**config.mk**
```make
export PLATFORM = sky130hd
export DESIGN_NAME = pwr_supervisor
export DESIGN_NICKNAME = d
export VERILOG_FILES = /design/src/rtl/pwr_pkg.sv /design/src/rtl/pwr_sync.sv /design/src/rtl/pwr_seq.sv /design/src/rtl/pwr_pfi.sv /design/src/rtl/pwr_supervisor.sv
export SDC_FILE = /design/constraint.sdc
export NUM_CORES = 1
export LEC_CHECK = 0
export ABC_AREA = 1
export BUFFER_PORTS_ARGS = -buffer_cell sky130_fd_sc_hd__buf_2
export CORE_ASPECT_RATIO = 0.8
export CORE_MARGIN = 2
export CORE_UTILIZATION = 55
export CTS_CLUSTER_DIAMETER = 80
export DETAILED_ROUTE_END_ITERATION = 10
export GPL_TIMING_DRIVEN = 0
export PLACE_DENSITY_LB_ADDON = 0.05
export SYNTH_ARGS = -nofsm -noshare
export SYNTH_HDL_FRONTEND = slang
export SYNTH_SLANG_ARGS = --single-unit
```
**constraint.sdc**
```tcl
create_clock -name clk_i -period 3.3 [get_ports clk_i]
set_input_delay 0.33 -clock clk_i [delete_from_list [all_inputs] [get_ports clk_i]]
set_output_delay 0.33 -clock clk_i [all_outputs]
set_load 0.01 [all_outputs]
```
**src/rtl/pwr_pkg.sv**
```systemverilog
package pwr_pkg;
  typedef enum logic [1:0] {
    ST_HOLD   = 2'd0,
    ST_SETTLE = 2'd1,
    ST_RUN    = 2'd2
  } seq_state_e;
endpackage

```
**src/rtl/pwr_sync.sv**
```systemverilog
module pwr_sync #(
  parameter int unsigned        WIDTH   = 2,
  parameter logic [WIDTH-1:0]   RST_VAL = '1
) (
  input  logic             clk_i,
  input  logic             rst_ni,
  input  logic [WIDTH-1:0] d_i,
  output logic [WIDTH-1:0] q_o
);
  logic [WIDTH-1:0] meta_q, sync_q;

  always_ff @(posedge clk_i or negedge rst_ni) begin
    if (!rst_ni) begin
      meta_q <= RST_VAL;
      sync_q <= RST_VAL;
    end else begin
      meta_q <= d_i;
      sync_q <= meta_q;
    end
  end

  assign q_o = sync_q;
endmodule

```
**src/rtl/pwr_seq.sv**
```systemverilog
module pwr_seq
  import pwr_pkg::*;
#(
  parameter int unsigned SETTLE_CYCLES = 65536
) (
  input  logic clk_i,
  input  logic rst_ni,
  input  logic low_rst_i,
  output logic osc_en_o,
  output logic core_rst_o
);
  localparam int unsigned CW = (SETTLE_CYCLES > 2) ? $clog2(SETTLE_CYCLES) : 1;
  localparam logic [CW-1:0] CNT_LAST = CW'(SETTLE_CYCLES - 1);

  seq_state_e    state_q, state_d;
  logic [CW-1:0] cnt_q, cnt_d;

  always_comb begin
    state_d = state_q;
    cnt_d   = cnt_q;
    unique case (state_q)
      ST_HOLD: begin
        cnt_d = '0;
        if (!low_rst_i) state_d = ST_SETTLE;
      end
      ST_SETTLE: begin
        if (low_rst_i) begin
          state_d = ST_HOLD;
          cnt_d   = '0;
        end else if (cnt_q == CNT_LAST) begin
          state_d = ST_RUN;
        end else begin
          cnt_d = cnt_q + 1'b1;
        end
      end
      ST_RUN: begin
        cnt_d = '0;
        if (low_rst_i) state_d = ST_HOLD;
      end
      default: begin
        state_d = ST_HOLD;
        cnt_d   = '0;
      end
    endcase
  end

  always_ff @(posedge clk_i or negedge rst_ni) begin
    if (!rst_ni) begin
      state_q <= ST_HOLD;
      cnt_q   <= '0;
    end else begin
      state_q <= state_d;
      cnt_q   <= cnt_d;
    end
  end

  assign osc_en_o   = (state_q != ST_HOLD);
  assign core_rst_o = (state_q != ST_RUN);

  AST_LOW_FORCES_HOLD: assert property (@(posedge clk_i) disable iff (!rst_ni)
    low_rst_i |=> (!osc_en_o && core_rst_o));
  AST_OSC_BEFORE_RUN: assert property (@(posedge clk_i) disable iff (!rst_ni)
    !osc_en_o |-> core_rst_o);
  AST_COUNT_FROM_ZERO: assert property (@(posedge clk_i) disable iff (!rst_ni)
    $rose(osc_en_o) |-> (cnt_q == '0));
  AST_RELEASE_AT_LAST: assert property (@(posedge clk_i) disable iff (!rst_ni)
    $fell(core_rst_o) |-> ($past(cnt_q) == CNT_LAST && $past(osc_en_o)));
endmodule

```
**src/rtl/pwr_pfi.sv**
```systemverilog
module pwr_pfi #(
  parameter logic [7:0] CTRL_ADDR = 8'hD8,
  parameter int unsigned EN_BIT   = 5
) (
  input  logic       clk_i,
  input  logic       rst_ni,
  input  logic       core_rst_i,
  input  logic       warn_i,
  input  logic       reg_we_i,
  input  logic [7:0] reg_addr_i,
  input  logic [7:0] reg_wdata_i,
  output logic       irq_o
);
  logic en_q;

  always_ff @(posedge clk_i or negedge rst_ni) begin
    if (!rst_ni)                                    en_q <= 1'b0;
    else if (core_rst_i)                            en_q <= 1'b0;
    else if (reg_we_i && reg_addr_i == CTRL_ADDR)   en_q <= reg_wdata_i[EN_BIT];
  end

  assign irq_o = en_q & warn_i;

  AST_EN_CLEAR_IN_RST: assert property (@(posedge clk_i) disable iff (!rst_ni)
    core_rst_i |=> !en_q);
  AST_NO_IRQ_IN_RST: assert property (@(posedge clk_i) disable iff (!rst_ni)
    (core_rst_i && $past(core_rst_i)) |-> !irq_o);
  AST_IRQ_NEEDS_WARN: assert property (@(posedge clk_i) disable iff (!rst_ni)
    !warn_i |-> !irq_o);
endmodule

```
**src/rtl/pwr_supervisor.sv**
```systemverilog
module pwr_supervisor #(
  parameter int unsigned SETTLE_CYCLES = 65536,
  parameter logic [7:0]  CTRL_ADDR     = 8'hD8,
  parameter int unsigned EN_BIT        = 5,
  parameter logic [15:0] PF_VECTOR     = 16'h0033
) (
  input  logic        clk_i,
  input  logic        rst_ni,
  input  logic        low_rst_i,
  input  logic        low_warn_i,
  input  logic        reg_we_i,
  input  logic [7:0]  reg_addr_i,
  input  logic [7:0]  reg_wdata_i,
  output logic        osc_en_o,
  output logic        core_rst_o,
  output logic        pf_irq_o,
  output logic        pf_warn_o,
  output logic [15:0] pf_vec_o
);
  logic [1:0] flags_s;

  pwr_sync #(.WIDTH(2), .RST_VAL(2'b11)) i_sync (
    .clk_i  (clk_i),
    .rst_ni (rst_ni),
    .d_i    ({low_warn_i, low_rst_i}),
    .q_o    (flags_s)
  );

  pwr_seq #(.SETTLE_CYCLES(SETTLE_CYCLES)) i_seq (
    .clk_i      (clk_i),
    .rst_ni     (rst_ni),
    .low_rst_i  (flags_s[0]),
    .osc_en_o   (osc_en_o),
    .core_rst_o (core_rst_o)
  );

  pwr_pfi #(.CTRL_ADDR(CTRL_ADDR), .EN_BIT(EN_BIT)) i_pfi (
    .clk_i       (clk_i),
    .rst_ni      (rst_ni),
    .core_rst_i  (core_rst_o),
    .warn_i      (flags_s[1]),
    .reg_we_i    (reg_we_i),
    .reg_addr_i  (reg_addr_i),
    .reg_wdata_i (reg_wdata_i),
    .irq_o       (pf_irq_o)
  );

  assign pf_warn_o = flags_s[1];
  assign pf_vec_o  = PF_VECTOR;

  AST_IRQ_IMPLIES_FLAG: assert property (@(posedge clk_i) disable iff (!rst_ni)
    pf_irq_o |-> pf_warn_o);
endmodule

```
---- Word level (Yosys, flattened, before mapping) ----
Index checks and enable logic that the tools add are counted.
cells by class
  multiplexer cells ....................... 10
  reductions and logical operators ........ 5
  bitwise logic cells ..................... 1
  equal/unequal tests ..................... 9
  add/subtract/negate cells ............... 1
operators by type and width
  kind                                                                   number
  16-bit 2-to-1 mux                                                      3
  16-bit by 1-bit adder with 16-bit output, second input constant        1
  16-bit equality test, second input constant                            1
  8-bit equality test, second input constant                             1
  2-bit 2-to-1 mux                                                       4
  2-bit != test, second input constant                                   3
  2-bit one-hot mux with 3 select lines                                  1
  2-bit nonzero test                                                     2
  3-bit by 2-bit != test with 1-bit output, second input constant        1
  3-bit != test, second input constant                                   1
  3-bit AND reduction                                                    1
  2-bit by 1-bit equality test with 1-bit output, second input constant  1
  2-bit equality test, second input constant                             1
  2-bit zero test                                                        1
  1-bit 2-to-1 mux                                                       2
  1-bit bitwise AND                                                      1
  1-bit logical AND                                                      1
storage, ports and cells
  flip-flop bits (word level) ............. 23
  input port bits ......................... 21
  logic and storage cells ................. 31

---- Depth between registers and ports, before layout ----
  depth in word-level cells ............... 4
  mapped depth ............................ 8

---- Hierarchy ----
Synthesis repeated with hierarchy kept, for this count alone.
unflattened totals
  cells, all modules ...................... 202
  area, all modules ....................... 1,521.5 um2
by module, submodules not included
  module          area an instance (um2)  times used  cells each  sequential area each (um2)
  pwr_seq         1,186.1                 1           159         450.4
  pwr_supervisor  127.6                   1           18          0.0
  pwr_sync        105.1                   1           4           105.1
  pwr_pfi         102.6                   1           21          25.0

---- Worst setup path before layout ----
Ideal clock, no wire load.
  path kind ............................... reg2reg
  from .................................... reg i_seq.cnt_q[1]
  to ...................................... reg i_seq.cnt_q[14]
  buffers on the path ..................... 0
  path slack .............................. 2.005 ns
  stages on the path, launching flop included .. 9
  arrival ................................. 1.182 ns
  path through ............................ dfrtp_1 ha_1 nand2_2 nor2_4 nand3_1 nor2_1 nand3_1 nand2_1 inv_1
between the ends
  word-level cells in the longest chain between the ends .. 4
ends and longest elaborated chain
  element                                   line           RTL
  start: declaration                        pwr_seq.sv:16  logic [CW-1:0] cnt_q, cnt_d;
  start signal: assignment                  pwr_seq.sv:53  cnt_q <= cnt_d;
  16-bit by 1-bit adder with 16-bit output  pwr_seq.sv:33  cnt_d = cnt_q + 1'b1;
  16-bit 2-to-1 mux                         pwr_seq.sv:30  end else if (cnt_q == CNT_LAST) begin
  16-bit 2-to-1 mux                         pwr_seq.sv:27  if (low_rst_i) begin
  16-bit 2-to-1 mux                         pwr_seq.sv:21  unique case (state_q)
Several ways; a longest one is shown, not always the timed one. The select of a mux whose other input is x is not followed.
A chain may end at the register's enable or synchronous reset.

---- Final worst setup path ----
  from .................................... reg i_seq.cnt_q[1]
  to ...................................... reg i_seq.cnt_q[2]
The elaborated chain is that of the path after synthesis.

==> summary.txt <==
Run status
  • Outcome: finished, final reports clean

Global route
  • Wire length of the first global-routing pass: 4650 um
  • Vias in the first global route: 1066
  • Leftover overflow at the end of global routing: 0
  • All-layer global routing usage: 0.208
  • Number of antenna violations at the first check in global routing: 0
  • Maximum number of pins on one net before global-route repair: 24

STA
  • Final-report setup violation count: 0
  • Final count of pins violating max slew: 0
  • Maximum clock skew at final layout: 0.00792 ns
  • Unrepaired setup endpoints after global routing: false
  • Transition at the pin with the smallest max-transition slack: 0.510 ns
  • Total count of hold-check failures in the final report: 0
  • Period minus WS final: 1.46 ns
  • Worst relative slew slack: 0.660
  • Final WS setup: 1.84 ns
  • Worst hold slack: 0.0942 ns
  • Sum of negative setup slack: 0 ns
  • Post-route fraction of the period consumed by the critical path: 0.443
  • Fmax achieved: 684 MHz

Yosys
  • Top cells by count, synth: 34 x nand2_1, 29 x inv_1, 24 x nor2_1, 19 x dfrtp_1, 17 x buf_4
  • Post-synth ARST share: 1.00
  • Sequential share of the synthesized area: 0.411
  • Cell taking the most area after synthesis: dfrtp_1
  • Top area cells in the synthesized netlist: dfrtp_1 34%, buf_4 9.0%, nand2_1 9.0%
  • Area fraction of the dominant cell type after synthesis: 0.336
  • Cell Area, Synth: 1410 um2
  • Cell with the most instances after synthesis: nand2_1
  • Synth unique cells: 23
  • Average size of a mapped cell: 7.60 um2
  • Number of flip-flops and latches in the synthesized netlist: 23
  • Number of warnings printed during yosys synthesis: 0
  • Synth Instances: 186
  • Post-synth top flop: dfrtp_1
  • Number of enable flip-flop cells after synthesis: 0

Clocking
  • Largest buffer count on any clock path: 2
  • TritonCTS clock tree: done
  • Buffer count from post-CTS setup fixing: 0
  • Number of sinks handled by clock tree synthesis: 23
  • Buffer type at the clock tree root: clkbuf_4
  • Clock Latency Late Sink: 0.32 ns
  • Number of clock buffers inserted by TritonCTS: 3
  • CTS clk-pin slew, worst paths: 0.12 ns
  • Post-cts repair resize count: 0
  • CTS H-tree depth: 1

Placed design
  • Number of placed instances, taps included: 253
  • Post-detailed-placement half-perimeter wirelength: 2180 um
  • Buffers on Ports: 17
  • Gp weighted congestion: 0.847
  • Pre-CTS setup slack: 1.86 ns

Worst setup path
  • Sort of element at the start of the critical path: flip-flop
  • Cell breakdown of the critical path: ha_1 -> nand2_2 -> nor2_4 -> nand2_4 -> nor2_4 -> nand3_2 -> a21oi_1
  • Reg2Reg Launch Point: i_seq.cnt_q[1]
  • Required time worst endpoint: 3.55 ns
  • Critical path capture point: i_seq.cnt_q[2]
  • Destination of the worst register-to-register timing path: i_seq.cnt_q[2]
  • R2R Setup Slk: 1.84 ns
  • Category of the critical setup timing path: flip-flop to flip-flop
  • Worst reg2reg path depth: 7
  • Critical path arrival: 1.71 ns
  • Maximum fanout along the worst path: 5
  • Worst-path cell with the longest stage delay: dfrtp_1
  • Most frequent CP cell: nor2_4
  • Origin of the worst setup path: i_seq.cnt_q[1]
  • Worst path max stage delay: 0.42 ns
  • Sort of element at the end of the critical path: flip-flop

Routing
  • Number of antenna-violating nets in the routed design: 0
  • Vias/cell: 4.51
  • Via count: 1164
  • DRC violations left: 0
  • Iteration-0 DRC Markers: 37
  • Average wire per cell in the routed design: 10.7 um
  • Drt first pass iters: 4
  • Drt total wl: 2750 um

Power and ir drop
  • Total power density per cell area: 302 nW/um2
  • Power share of the combinational group: 0.132
  • Sw power: 0.000130 W
  • P_leak: 0.839 nW
  • Worst ir drop on vdd: 0.254 mV
  • Sw Ratio: 0.264
  • Design internal power: 0.000363 W
  • Clock network fraction of design power: 0.272
  • Reg power frac: 0.596

Final layout
  • Number of antenna repair diodes: 0
  • Layout Cells excl Fill: 258
  • Number of fillers in the final layout: 212
  • Layout cells sized above 1: 0.257
  • Utilization of the core after routing: 0.669
  • Area growth from synthesis to layout: 15.6%
  • NumNets Final: 245

Floorplan
  • Initial core utilization: 0.579
  • Die outline width: 60.7 um
  • Number of ports placed on the die boundary: 41
  • Die outline height: 49.4 um
  • Floorplan Core Area: 2440 um2
  • Number of rows created at floorplan: 16
  • Die outline area: 2990 um2

Job
  • Number of max-capacitance violations reported: 0

Min path
  • Worst hold-check path type: input port to flip-flop
## cells by family (layout without fill, tap and decap cells)
group	Yosys count	count (layout)	synth area share
compound gates	18	18	0.0637
xor+xnor	1	1	0.00620
fa+ha+maj	1	1	0.00885
buf+inv	47	69	0.170
flops	23	23	0.411
other cells	2	16	0.00531
simple gates	94	94	0.335
## registers in the layout (all words and copies together), names as in the netlist
name	cells
i_sync.meta_q	2
i_sync.q_o	2
i_seq.cnt_q	16
i_pfi.en_q	1
i_seq.state_q	2
## per-stage QoR
step / total power [W] / cell area (um2)
2_1_floorplan: 0.000341 / 1470
3_3_place_gp: 0.000360 / 1600
3_5_place_dp: 0.000362 / 1600
4_1_cts: 0.000496 / 1630
5_1_grt: 0.000516 / 1630
6_report: 0.000493 / 1630
## power by group through the flow
stage	logic (W)	registers [W]	clock network [W]
floorplan	0.0000421	0.000299	0
global placement	0.0000614	0.000299	0
detailed placement	0.0000633	0.000299	0
CTS	0.0000645	0.000294	0.000138
global route	0.0000739	0.000295	0.000147
finish	0.0000650	0.000294	0.000134
## per-layer routing
| layer | vias to the layer above | part of all wire | GRT usage | routed length, um |
|---|---|---|---|---|
| met5 | - | 0 | 0 | 0 |
| met3 | 2 | 0.055 | 0.0557 | 151 |
| met1 | 521 | 0.49 | 0.294 | 1340 |
| met4 | 0 | 0.0029 | 0.0290 | 8 |
| met2 | 26 | 0.45 | 0.326 | 1250 |
| li1 | 615 | - | - | - |
## layout make-up
class	count	area [um2]	area share
sequential	23	581	0.355
timing repair buffer	18	95.1	0.0582
buffer	17	128	0.0781
tap	36	45.0	0.0276
multi-input combinational	130	646	0.395
clock buffer	3	22.5	0.0138
clock inverter	1	5.00	0.00306
inverter	30	113	0.0689
## worst max-delay path: cells and delay by family, from the launching register on
family                     cells  cell delay, ns
and+or+nand+nor                5            0.60
adders and majority gates      1            0.22
DFF                            1            0.42
AOI/OAI and AO/OA              1            0.15
## placed cells by master, fill, tap and decap left out, drive strengths merged
cell type	count
nand3	17
nor3	2
nand2	39
nand4	4
a21oi	8
conb	16
inv	30
clkinv	1
clkbuf	3
and3	1
xor2	1
ha	1
dfstp	4
dlygate4sd3	1
nor2	30
o21ai	10
or2	1
dfrtp	19
buf	34
## timing repair
| item | in CTS | in global routing |
|---|---|---|
| endpoints found under the hold margin | 19 | 0 |
| hold buffers | 1 | 0 |
| setup endpoints to repair | 0 | 0 |
## how the worst min path moves through the flow
| stage | from | endpoint | slack (ns) | cells after the start |
|---|---|---|---|---|
| 6_report | low_warn_i | i_sync.meta_q[1] | 0.09 | 1 |
| 5_1_grt | low_rst_i | i_sync.meta_q[0] | 0.08 | 1 |
| 4_1_cts | low_warn_i | i_sync.meta_q[1] | 0.08 | 1 |
| 3_5_place_dp | rst_ni | i_pfi.en_q | 0.33 | 1 |
| 3_3_place_gp | rst_ni | i_pfi.en_q | 0.32 | 1 |
| 2_1_floorplan | rst_ni | i_pfi.en_q | 0.03 | 0 |
(Power assumes the default switching activity.)
